## src/rtl/iob_pkg.sv

```systemverilog
`timescale 1ns/1ps
package iob_pkg;
   typedef enum logic [1:0] {
      SZ_BYTE = 2'd0,
      SZ_HALF = 2'd1,
      SZ_WORD = 2'd2
   } wsize_e;

   typedef enum logic [3:0] {
      K_PLAIN, K_DSTAT, K_WIDE, K_WONLY, K_TRELOAD,
      K_TCTRL, K_KEYS, K_IRQF, K_HALT
   } kind_e;

   localparam int CH_W = 5;

   typedef struct packed {
      kind_e           kind;
      logic [CH_W-1:0] chan;
   } cls_t;
endpackage

```

## src/rtl/iob_decode.sv

```systemverilog
`timescale 1ns/1ps
module iob_decode
   import iob_pkg::*;
#(
   parameter int ADDR_W    = 8,
   parameter int DSTAT_A   = 'h004,
   parameter int WIDE_BASE = 'h040,
   parameter int NUM_WIDE  = 8,
   parameter int DCNT_BASE = 'h060,
   parameter int NUM_DMA   = 4,
   parameter int TMR_BASE  = 'h080,
   parameter int NUM_TMR   = 4,
   parameter int KEY_A     = 'h0A0,
   parameter int IRQF_A    = 'h0B2,
   parameter int HALT_A    = 'h0C1
) (
   input  logic [ADDR_W-2:0] hw_idx,
   output cls_t              cls
);
   localparam int WIDE_END = WIDE_BASE + 4 * NUM_WIDE;
   localparam int DCNT_END = DCNT_BASE + 4 * NUM_DMA;
   localparam int TMR_END  = TMR_BASE + 4 * NUM_TMR;
   localparam int HALT_HW  = HALT_A & ~1;

   int a;

   always_comb begin
      a        = int'({hw_idx, 1'b0});
      cls.kind = K_PLAIN;
      cls.chan = '0;
      if (a >= WIDE_BASE && a < WIDE_END) begin
         cls.kind = K_WIDE;
         cls.chan = CH_W'((a - WIDE_BASE) >> 2);
      end else if (a >= TMR_BASE && a < TMR_END) begin
         cls.kind = ((a % 4) == 0) ? K_TRELOAD : K_TCTRL;
         cls.chan = CH_W'((a - TMR_BASE) >> 2);
      end else if (a >= DCNT_BASE && a < DCNT_END && (a % 4) == 0) begin
         cls.kind = K_WONLY;
      end else if (a == DSTAT_A) begin
         cls.kind = K_DSTAT;
      end else if (a == KEY_A) begin
         cls.kind = K_KEYS;
      end else if (a == IRQF_A) begin
         cls.kind = K_IRQF;
      end else if (a == HALT_HW) begin
         cls.kind = K_HALT;
      end
   end
endmodule

```

## src/rtl/iob_lane.sv

```systemverilog
`timescale 1ns/1ps
module iob_lane
   import iob_pkg::*;
#(
   parameter int TMR_MASK = 'h00C7
) (
   input  logic        act,
   input  kind_e       kind,
   input  wsize_e      size,
   input  logic        byte_hi,
   input  logic [15:0] raw,
   input  logic [15:0] old,
   output logic [15:0] val,
   output logic [15:0] commit,
   output logic        store_en,
   output logic        cmt_en,
   output logic        reload_en,
   output logic        wide_en
);
   logic storable;

   always_comb begin
      if (size == SZ_BYTE)
         val = byte_hi ? {raw[7:0], old[7:0]} : {old[15:8], raw[7:0]};
      else
         val = raw;
   end

   always_comb begin
      case (kind)
         K_TCTRL: commit = val & 16'(TMR_MASK);
         K_IRQF:  commit = old & ~val;
         default: commit = val;
      endcase
   end

   assign storable  = (kind != K_TRELOAD) && (kind != K_HALT);
   assign store_en  = act && storable;
   assign cmt_en    = act && storable && (kind != K_WIDE);
   assign reload_en = act && (kind == K_TRELOAD);
   assign wide_en   = act && (kind == K_WIDE);
endmodule

```

## src/rtl/iob_read_mux.sv

```systemverilog
`timescale 1ns/1ps
module iob_read_mux
   import iob_pkg::*;
#(
   parameter int NUM_TMR  = 4,
   parameter int KEY_BITS = 10
) (
   input  cls_t                     cls,
   input  logic [15:0]              old,
   input  logic [15:0]              vid_status,
   input  logic [KEY_BITS-1:0]      key_pressed,
   input  logic [NUM_TMR-1:0][15:0] tmr_count,
   output logic [15:0]              rd_data
);
   localparam logic [15:0] KEY_MASK = 16'((1 << KEY_BITS) - 1);

   always_comb begin
      case (cls.kind)
         K_WONLY, K_HALT: rd_data = 16'h0000;
         K_TRELOAD: begin
            rd_data = 16'h0000;
            for (int i = 0; i < NUM_TMR; i++)
               if (int'(cls.chan) == i) rd_data = tmr_count[i];
         end
         K_KEYS:  rd_data = KEY_MASK ^ 16'(key_pressed);
         K_DSTAT: rd_data = old | vid_status;
         default: rd_data = old;
      endcase
   end
endmodule

```

## src/rtl/iob_regbank.sv

```systemverilog
`timescale 1ns/1ps
module iob_regbank
   import iob_pkg::*;
#(
   parameter int ADDR_W    = 8,
   parameter int DCTRL_A   = 'h000,
   parameter int DCTRL_RST = 'h0080,
   parameter int DSTAT_A   = 'h004,
   parameter int WIDE_BASE = 'h040,
   parameter int NUM_WIDE  = 8,
   parameter int DCNT_BASE = 'h060,
   parameter int NUM_DMA   = 4,
   parameter int TMR_BASE  = 'h080,
   parameter int NUM_TMR   = 4,
   parameter int TMR_MASK  = 'h00C7,
   parameter int KEY_A     = 'h0A0,
   parameter int KEY_BITS  = 10,
   parameter int IRQF_A    = 'h0B2,
   parameter int HALT_A    = 'h0C1
) (
   input  logic                     clk,
   input  logic                     rst_n,
   input  logic                     wr_en,
   input  logic [1:0]               wr_size,
   input  logic [ADDR_W-1:0]        wr_addr,
   input  logic [31:0]              wr_data,
   input  logic [ADDR_W-1:0]        rd_addr,
   output logic [15:0]              rd_data,
   input  logic [15:0]              vid_status,
   input  logic [KEY_BITS-1:0]      key_pressed,
   input  logic [NUM_TMR-1:0][15:0] tmr_count,
   input  logic [15:0]              irq_set,
   output logic [1:0]               cmt_we,
   output logic [ADDR_W-1:0]        cmt_addr,
   output logic [31:0]              cmt_data,
   output logic [NUM_WIDE-1:0]      wide_we,
   output logic [31:0]              wide_data,
   output logic [NUM_TMR-1:0]       tmr_reload_we,
   output logic [15:0]              tmr_reload_val,
   output logic                     halt_req,
   output logic                     stop_req
);
   localparam int          HW_W     = ADDR_W - 1;
   localparam int          NUM_HW   = 1 << HW_W;
   localparam int          DCTRL_HW = DCTRL_A / 2;
   localparam int          KEY_HW   = KEY_A / 2;
   localparam int          IRQF_HW  = IRQF_A / 2;
   localparam logic [15:0] KEY_MASK = 16'((1 << KEY_BITS) - 1);

   initial begin
      assert (ADDR_W >= 4 && ADDR_W <= 12) else $error("iob_regbank: ADDR_W out of range");
      assert (WIDE_BASE % 4 == 0 && TMR_BASE % 4 == 0 && DCNT_BASE % 4 == 0)
         else $error("iob_regbank: region bases must be word aligned");
      assert (NUM_WIDE >= 1 && NUM_WIDE <= (1 << CH_W)) else $error("iob_regbank: NUM_WIDE");
      assert (NUM_TMR >= 1 && NUM_TMR <= (1 << CH_W)) else $error("iob_regbank: NUM_TMR");
      assert (KEY_BITS >= 1 && KEY_BITS <= 16) else $error("iob_regbank: KEY_BITS");
      assert (WIDE_BASE + 4 * NUM_WIDE <= (1 << ADDR_W) && TMR_BASE + 4 * NUM_TMR <= (1 << ADDR_W))
         else $error("iob_regbank: region exceeds window");
      assert (IRQF_A % 2 == 0 && KEY_A % 2 == 0 && DSTAT_A % 2 == 0 && DCTRL_A % 2 == 0)
         else $error("iob_regbank: halfword registers must be even");
   end

   logic [15:0] mem [NUM_HW];

   wsize_e sz;
   logic   halt_byte;

   assign sz        = wsize_e'(wr_size);
   assign halt_byte = wr_en && (sz == SZ_BYTE) && (wr_addr == ADDR_W'(HALT_A));
   assign halt_req  = halt_byte && !wr_data[7];
   assign stop_req  = halt_byte && wr_data[7];

   // Two halfword lanes of the aligned word: lane l serves address bit 1 == l
   logic [HW_W-1:0] ln_hw     [2];
   logic [15:0]     ln_raw    [2];
   logic [15:0]     ln_old    [2];
   logic [15:0]     ln_val    [2];
   logic [15:0]     ln_commit [2];
   cls_t            ln_cls    [2];
   logic [1:0]      ln_act, ln_store, ln_cmt, ln_reload, ln_wide;

   for (genvar l = 0; l < 2; l++) begin : g_lane
      assign ln_hw[l]  = {wr_addr[ADDR_W-1:2], 1'(l)};
      assign ln_old[l] = mem[ln_hw[l]];
      assign ln_raw[l] = (l == 1 && sz == SZ_WORD) ? wr_data[31:16] : wr_data[15:0];
      assign ln_act[l] = wr_en && !halt_byte &&
                         ((sz == SZ_WORD) || (wr_addr[1] == 1'(l)));

      iob_decode #(
         .ADDR_W(ADDR_W), .DSTAT_A(DSTAT_A), .WIDE_BASE(WIDE_BASE), .NUM_WIDE(NUM_WIDE),
         .DCNT_BASE(DCNT_BASE), .NUM_DMA(NUM_DMA), .TMR_BASE(TMR_BASE), .NUM_TMR(NUM_TMR),
         .KEY_A(KEY_A), .IRQF_A(IRQF_A), .HALT_A(HALT_A)
      ) u_dec (
         .hw_idx (ln_hw[l]),
         .cls    (ln_cls[l])
      );

      iob_lane #(.TMR_MASK(TMR_MASK)) u_lane (
         .act       (ln_act[l]),
         .kind      (ln_cls[l].kind),
         .size      (sz),
         .byte_hi   (wr_addr[0]),
         .raw       (ln_raw[l]),
         .old       (ln_old[l]),
         .val       (ln_val[l]),
         .commit    (ln_commit[l]),
         .store_en  (ln_store[l]),
         .cmt_en    (ln_cmt[l]),
         .reload_en (ln_reload[l]),
         .wide_en   (ln_wide[l])
      );
   end

   // Halfword commit strobes
   assign cmt_we   = ln_cmt;
   assign cmt_addr = {wr_addr[ADDR_W-1:2], 2'b00};
   assign cmt_data = {ln_commit[1], ln_commit[0]};

   // Wide-word commit: both lanes of a wide word share one channel
   logic [CH_W-1:0] wide_ch;
   assign wide_ch   = ln_wide[0] ? ln_cls[0].chan : ln_cls[1].chan;
   assign wide_data = {ln_wide[1] ? ln_commit[1] : ln_old[1],
                       ln_wide[0] ? ln_commit[0] : ln_old[0]};

   always_comb begin
      wide_we = '0;
      for (int i = 0; i < NUM_WIDE; i++)
         if ((|ln_wide) && int'(wide_ch) == i) wide_we[i] = 1'b1;
   end

   // Timer reload: forwarded, never stored
   always_comb begin
      tmr_reload_we  = '0;
      tmr_reload_val = ln_val[0];
      for (int l = 0; l < 2; l++) begin
         if (ln_reload[l]) begin
            tmr_reload_val = ln_val[l];
            for (int i = 0; i < NUM_TMR; i++)
               if (int'(ln_cls[l].chan) == i) tmr_reload_we[i] = 1'b1;
         end
      end
   end

   // Flag register clear mask from whichever lane hit it
   logic        irq_hit;
   logic [15:0] irq_clr;
   always_comb begin
      irq_hit = 1'b0;
      irq_clr = 16'h0000;
      for (int l = 0; l < 2; l++) begin
         if (ln_store[l] && ln_cls[l].kind == K_IRQF) begin
            irq_hit = 1'b1;
            irq_clr = ln_val[l];
         end
      end
   end

   always_ff @(posedge clk or negedge rst_n) begin
      if (!rst_n) begin
         for (int i = 0; i < NUM_HW; i++) begin
            if (i == DCTRL_HW)    mem[i] <= 16'(DCTRL_RST);
            else if (i == KEY_HW) mem[i] <= KEY_MASK;
            else                  mem[i] <= 16'h0000;
         end
      end else begin
         for (int l = 0; l < 2; l++)
            if (ln_store[l]) mem[ln_hw[l]] <= ln_commit[l];
         mem[IRQF_HW] <= (mem[IRQF_HW] & ~irq_clr) | irq_set;
      end
   end

   // Read side
   cls_t rd_cls;
   iob_decode #(
      .ADDR_W(ADDR_W), .DSTAT_A(DSTAT_A), .WIDE_BASE(WIDE_BASE), .NUM_WIDE(NUM_WIDE),
      .DCNT_BASE(DCNT_BASE), .NUM_DMA(NUM_DMA), .TMR_BASE(TMR_BASE), .NUM_TMR(NUM_TMR),
      .KEY_A(KEY_A), .IRQF_A(IRQF_A), .HALT_A(HALT_A)
   ) u_rd_dec (
      .hw_idx (rd_addr[ADDR_W-1:1]),
      .cls    (rd_cls)
   );

   iob_read_mux #(.NUM_TMR(NUM_TMR), .KEY_BITS(KEY_BITS)) u_rd_mux (
      .cls         (rd_cls),
      .old         (mem[rd_addr[ADDR_W-1:1]]),
      .vid_status  (vid_status),
      .key_pressed (key_pressed),
      .tmr_count   (tmr_count),
      .rd_data     (rd_data)
   );

   // Assertions
   p_rst_vals_r1: assert property (@(posedge clk) disable iff (!rst_n)
      $rose(rst_n) |-> (mem[DCTRL_HW] == 16'(DCTRL_RST) && mem[KEY_HW] == KEY_MASK));

   p_flag_clear_r3: assert property (@(posedge clk) disable iff (!rst_n)
      irq_hit |=> ((mem[IRQF_HW] & $past(irq_clr) & ~$past(irq_set)) == 16'h0000));

   p_wide_single_r6: assert property (@(posedge clk) disable iff (!rst_n)
      $onehot0(wide_we));

   p_wide_no_cmt_r6: assert property (@(posedge clk) disable iff (!rst_n)
      (|wide_we) && (wr_size == 2'd2) |-> (cmt_we == 2'b00));

   p_reload_single_r7: assert property (@(posedge clk) disable iff (!rst_n)
      $onehot0(tmr_reload_we));

   p_halt_excl_r12: assert property (@(posedge clk) disable iff (!rst_n)
      !(halt_req && stop_req));

   p_halt_src_r12: assert property (@(posedge clk) disable iff (!rst_n)
      (halt_req || stop_req) |-> (wr_en && wr_size == 2'd0 && cmt_we == 2'b00));
endmodule

```

## config.mk

```make
export PLATFORM = sky130hd
export DESIGN_NAME = iob_regbank
export DESIGN_NICKNAME = d
export VERILOG_FILES = /design/src/rtl/iob_pkg.sv /design/src/rtl/iob_decode.sv /design/src/rtl/iob_lane.sv /design/src/rtl/iob_read_mux.sv /design/src/rtl/iob_regbank.sv
export SDC_FILE = /design/constraint.sdc
export NUM_CORES = 2
export LEC_CHECK = 0
export BUFFER_PORTS_ARGS = -buffer_cell sky130_fd_sc_hd__buf_4
export CAP_MARGIN = 15
export CORE_ASPECT_RATIO = 1.1
export CORE_UTILIZATION = 47
export CTS_BUF_LIST = sky130_fd_sc_hd__clkbuf_8
export CTS_CLUSTER_DIAMETER = 150
export CTS_CLUSTER_SIZE = 16
export DETAILED_ROUTE_END_ITERATION = 10
export PLACE_DENSITY = 0.62
export RECOVER_POWER = 25
export SETUP_SLACK_MARGIN = 0.05
export SKIP_CTS_REPAIR_TIMING = 1
export SYNTH_ARGS = -nofsm -noshare
export SYNTH_HDL_FRONTEND = slang
export SYNTH_SLANG_ARGS = --single-unit
```

## constraint.sdc

```tcl
create_clock -name clk -period 4.1 [get_ports clk]
set_input_delay 0.41 -clock clk [delete_from_list [all_inputs] [get_ports clk]]
set_output_delay 0.41 -clock clk [all_outputs]
set_load 0.02 [all_outputs]
```

* Word level (Yosys, flattened, before mapping) *
Index checks and enable logic that the tools add are counted.

word-level totals
  logic and storage cells = 336
  output and inout bits = 120
  input port bits = 159
  bits in registers = 2048

operators by class
  eq/ne operators = 45
  muxes and demuxes = 73
  reduce and logical (&&, ||, !) cells = 50
  bitwise gates (word level) = 13
  $lt $le $gt $ge = 21
  $add $sub $neg = 6

operators by type and width
  cell                                                               number
  bitwise mux 2048 bit                                               2
  two-way mux 2048 bit                                               2
  two-way mux 16 bit                                                 22
  binary-select mux 16 bit (select 7 bit)                            3
  demux 16 bit (select 7 bit)                                        2
  case mux 16 bit (2 select lines)                                   2
  case mux 16 bit (4 select lines)                                   1
  two-way mux 4 bit                                                  14
  bitwise AND 16 bit                                                 3
  greater-or-equal comparator 8 bit, second input constant           6
  NOT 16 bit                                                         3
  == test 5 x 3 -> 1 bit, second input constant                      8
  greater-or-equal comparator 8 x 7 -> 1 bit, second input constant  5
  less-than comparator 8 x 7 -> 1 bit, second input constant         5
  logical AND 1 bit                                                  38
  == test 4 x 3 -> 1 bit, second input constant                      8
  zero test 32 bit                                                   1
  OR 16 bit                                                          2
  two-way mux 9 bit                                                  3
  less-than comparator 8 bit, second input constant                  3
  NOT 7 -> 8 bit                                                     3
  subtractor 7 x 1 -> 7 bit, second input constant                   3
  subtractor 7 bit, second input constant                            3
  == test 5 x 2 -> 1 bit, second input constant                      4
  other kinds (26)                                                   62

* Depth between registers and ports, before layout *
  word-level depth = 16
  depth in mapped cells = 15
  mapped depth without buffers = 8

* Modules after synthesis *
A second synthesis with hierarchy kept.

unflattened totals
  cells, all modules = 8483
  area total of the unflattened synthesis = 113732.8 µm²

by module, submodules not included
  module        cells each  sequential area each (µm²)  area an instance (µm²)  instances
  iob_regbank   8024        51262.9                     110552.3                1
  iob_lane      99          0.0                         735.7                   2
  iob_read_mux  165         0.0                         1041.0                  1
  iob_decode    32          0.0                         222.7                   3

* Worst setup path before layout *
No wires, ideal clock.

  path kind = input to output
  start = in wr_addr[2]
  end = out wide_data[30]
  required time = 3.690 ns
  path buffers = 9
  setup slack = 0.600 ns
  stages = 14
  data arrival time = 3.090 ns
  cells stage by stage = buf_6 > buf_6 > buf_6 > buf_6 > buf_8 > buf_6 > buf_6 > buf_4 > nor2_1 > a2111oi_0 > nor4_1 > o311a_1 > buf_2 > o21ai_0

on the way
  word-level cells in the longest chain between the ends = 10
  elaborated cells on any way between the ends = 29
  classes of those cells = order compare (4); eq/ne (5); mux (10); bitwise (3); reduce/logical (7)

ends and longest elaborated chain
  element                                                RTL line            text
  start: declaration                                     iob_regbank.sv:25   input logic [ADDR_W-1:0] wr_addr,
  NOT 7 -> 8 bit (not written as such)                   iob_regbank.sv:84   assign ln_old[l] = mem[ln_hw[l]];
  binary-select mux 16 bit (select 7 bit)                iob_regbank.sv:84
  two-way mux 16 bit (not written as such) (2 in a row)  iob_regbank.sv:84
  two-way mux 16 bit                                     iob_lane.sv:24      val = byte_hi ? {raw[7:0], old[7:0]} : {old[15:8], raw[7:0]};
  two-way mux 16 bit                                     iob_lane.sv:23      if (size == SZ_BYTE)
  NOT 16 bit                                             iob_lane.sv:32      K_IRQF: commit = old & ~val;
  bitwise AND 16 bit                                     iob_lane.sv:32
  case mux 16 bit (2 select lines)                       iob_lane.sv:30      case (kind)
  two-way mux 16 bit *                                   iob_regbank.sv:122  assign wide_data = {ln_wide[1] ? ln_commit[1] : ln_old[1],
  end: declaration                                       iob_regbank.sv:37   output logic [31:0] wide_data,

Mark *: on every way between the ends. The rest lies on a longest branch, timed or not. The select of a mux whose other input is x is not followed.

* Final worst setup path *
  start = reg mem[1044] (netlist bit)
  end = out wide_data[4]

on the way
  word-level cells in the longest chain between the ends = 9

ends and longest elaborated chain
  element                                                  RTL line            text
  start: declaration                                       iob_regbank.sv:63   logic [15:0] mem [NUM_HW];
  start signal: indexed assignment                         iob_regbank.sv:161  if (i == DCTRL_HW) mem[i] <= 16'(DCTRL_RST);
  start signal: indexed assignment                         iob_regbank.sv:167  if (ln_store[l]) mem[ln_hw[l]] <= ln_commit[l];
  start signal: indexed assignment                         iob_regbank.sv:168  mem[IRQF_HW] <= (mem[IRQF_HW] & ~irq_clr) | irq_set;
  binary-select mux 16 bit (select 7 bit) *                iob_regbank.sv:84
  two-way mux 16 bit (not written as such) * (2 in a row)  iob_regbank.sv:84
  two-way mux 16 bit                                       iob_lane.sv:24
  two-way mux 16 bit                                       iob_lane.sv:23
  NOT 16 bit                                               iob_lane.sv:32
  bitwise AND 16 bit                                       iob_lane.sv:32
  case mux 16 bit (2 select lines)                         iob_lane.sv:30
  two-way mux 16 bit *                                     iob_regbank.sv:123  ln_wide[0] ? ln_commit[0] : ln_old[0]};

Marked as above.

==> metrics.txt <==
setup ws final=-415 ps; failing checks=max-capacitance violations, max-slew violations, negative setup slack; Non-Filler Instances=13300; drt via density=6.72; biggest registers after layout=mem (2048); switching part of the total=0.327; Post-DP Area=119000 µm²; measured slew at the worst slew-check pin=3980 ps; Die ar.=232000 µm²; logic gate share of total power=0.234; placed insts=13000; Seq cells post-synth=2048; CP required=3690 ps; Vias=89400; Clock Power Share=0.232; Initial Util=0.473; Nets=10300; Final ANT Viol Nets=0; Crit Path Max Fanout=3; hpwl dp=335000 µm; drt pass-1 iters=8; R2R Setup Slk=530 ps; largest family of logic cells by synthesized area=multiplexers; Pint=29.8 mW; P&R area growth vs syn=14.0%; Slew HR=-1.65; sequential group share of total power=0.534; CTS root buf=clkbuf_8; post-synthesis compound-gate area fraction=0.126; final hold slack=17.7 ps; TritonCTS clock tree=built; RePlAce Congestion=1.06; clk_skew=39.9 ps; fraction of synthesized area in multiplexers=0.252; crit path kind=reg2out; sequential share of the synthesized area=0.474; share of post-route cells with drive strength above 1=0.267; largest net degree at the start of global routing=135; worst reg2reg path startpoint=mem[1044]; syn_area_per_cell=11.0 µm²; EDFF count, synth=0; grt ovf=0; initial antenna violation count=39; minimum clock period=4510 ps; max_cap viols=1; row cnt=184; Worst Path Arrival=4100 ps; Die Y=505 µm; drt wl/cell=36.6 µm; Simple-Gate Fraction of Synth Area=0.101; first-pass GRT wire length=675000 µm; period utilization=1.10; Power Dens Cells=360 nW/µm²; Tot GR Track Use=0.420; Hold Vio Cnt, Final=0; Synth async-reset ratio=1.00; core area=229000 µm²; adder-cell share of the synthesized area=0.0000926; DRC=0; Final setup viols=52; Synth Instances=9817; Post-Synth XOR/XNOR Area=0.0000810; CTS buffer count=145; Clk Latency, worst-skew pair=1060 ps; Critical Path Start Type=register; RSZ-0062 raised after global routing=yes; max frequency=221 MHz; Netlist cell types=80; clock sinks=2048; peak supply drop=0.303 mV; DRT Wirelength=486000 µm; switching power=14.5 mW; max FFs per register=2048; DRT iter0 DRCs=12000; Most used DFF post-synth=dfrtp_1; status=finished with violations; Design Area, Final=123000 µm²; Cell Area, Synth=108000 µm²; Die X=459 µm; CTS clock-pin slew for the worst setup and hold paths=110 ps; CTS H-tree lvls=4; hold path startpoint=wr_data[4]; final core utilization=0.539; clock buffer depth=3; Top reg by flops=mem; vias in the first global route=86400; class of the worst hold path=in2reg; Max Slew Vio Count=109; Lkg Pwr=53.1 nW; Ys Warns=0; I/O Buffers=275; Ports=279; Critical Path Start=mem[1044]; CP Capture Type=output pin
==> cell type report <==
cell class	count	area, µm²
Timing Repair Buffer	1270	12300
Clock buffer	148	2040
Inverter	59	280
Multi-Input combinational cell	6653	53200
Sequential cell	2048	51300
Clock inverter	41	205
Antenna cell	18	45.0
Fill cell	19800	105000
Tap cell	3069	3840
==> worst max-delay path: stages (launching register included) <==
cell and delay (ps):
dfrtp_1 430, mux4_2 480, mux4_2 610, nor2b_4 180, a211oi_4 420, buf_4 210
a31oi_4 40, mux2i_4 240, buf_4 170, o21ai_4 90, buf_6 150
==> cell usage in the layout (no fill, tap or decap), types with 101 or more instances in the layout <==
master	synthesis	routed
buf_12	0	192
dfrtp_1	2037	2036
buf_4	55	950
mux4_2	1024	1024
nand2_1	2126	2109
mux2i_1	356	346
o21ai_0	1761	1740
clkbuf_8	0	149
o21ai_1	106	101
a21oi_1	245	218
nor2_1	298	287
==> final timing paths <==
check / end / cells after the start
max: wide_data[4] / 10
min: mem[1492] / 4
max reg2reg: mem[372] / 12
min reg2reg: mem[1023] / 0
max in group asynchronous: mem[301] / 3
min in group asynchronous: mem[642] / 2
==> synth_stat cells (13+ instances only) <==
library cell / count / share of area
a211oi_1: 44 / 0.0031
a21oi_1: 245 / 0.011
a221oi_1: 20 / 0.0016
a22oi_1: 69 / 0.0048
a31oi_1: 21 / 0.0012
and2_1: 34 / 0.0020
buf_1: 69 / 0.0024
buf_2: 198 / 0.0092
buf_4: 55 / 0.0038
buf_6: 30 / 0.0031
clkbuf_1: 600 / 0.021
clkbuf_2: 103 / 0.0048
dfrtp_1: 2037 / 0.47
inv_1: 56 / 0.0019
mux2_2: 43 / 0.0045
mux2i_1: 356 / 0.033
mux4_2: 1024 / 0.21
nand2_1: 2126 / 0.074
nand2b_1: 19 / 0.0011
nand3_1: 81 / 0.0037
nand4_1: 13 / 0.00075
nor2_1: 298 / 0.010
nor2b_1: 56 / 0.0032
nor3_1: 36 / 0.0017
o211ai_1: 18 / 0.0012
o21ai_0: 1761 / 0.082
o21ai_1: 106 / 0.0049
o22ai_1: 66 / 0.0038
==> cells by family after synthesis <==
| group | after synthesis |
|---|---|
| AND/OR/NAND/NOR | 2722 |
| XOR/XNOR | 1 |
| flip-flops | 2048 |
| adder cells (fa/ha/maj) | 1 |
| other | 1 |
| multiplexers | 1431 |
| buffers and inverters | 1117 |
| AO/OA/AOI/OAI | 2496 |
==> routing by layer <==
metal  up-vias  global-route usage  part of all wire
li1      36100                   -                 -
met1     45500               0.519              0.35
met2      6286               0.596              0.43
met3      1536               0.151              0.13
met4        24               0.334             0.096
met5         -                   0           0.00074
==> through the flow <==
step | total power [mW] | TNS, ps | worst slack [ps]
3_3_place_gp | 33.3 | -31460 | -600
6_report | 44.3 | -9490 | -415
5_1_grt | 45.7 | -72350 | -425
4_1_cts | 43.6 | -24520 | -1050
3_5_place_dp | 33.6 | -32780 | -589
2_1_floorplan | 28.9 | 0 | 600
==> power by group through the flow <==
stage	logic (mW)	clock network, mW	registers, mW
2_1_floorplan	5.44	0	23.4
3_3_place_gp	9.43	0	23.9
3_5_place_dp	9.63	0	24.0
4_1_cts	9.65	10.3	23.6
5_1_grt	10.8	11.0	23.9
6_report	10.4	10.3	23.7
Note: power is estimated with default switching activity, not from simulation.
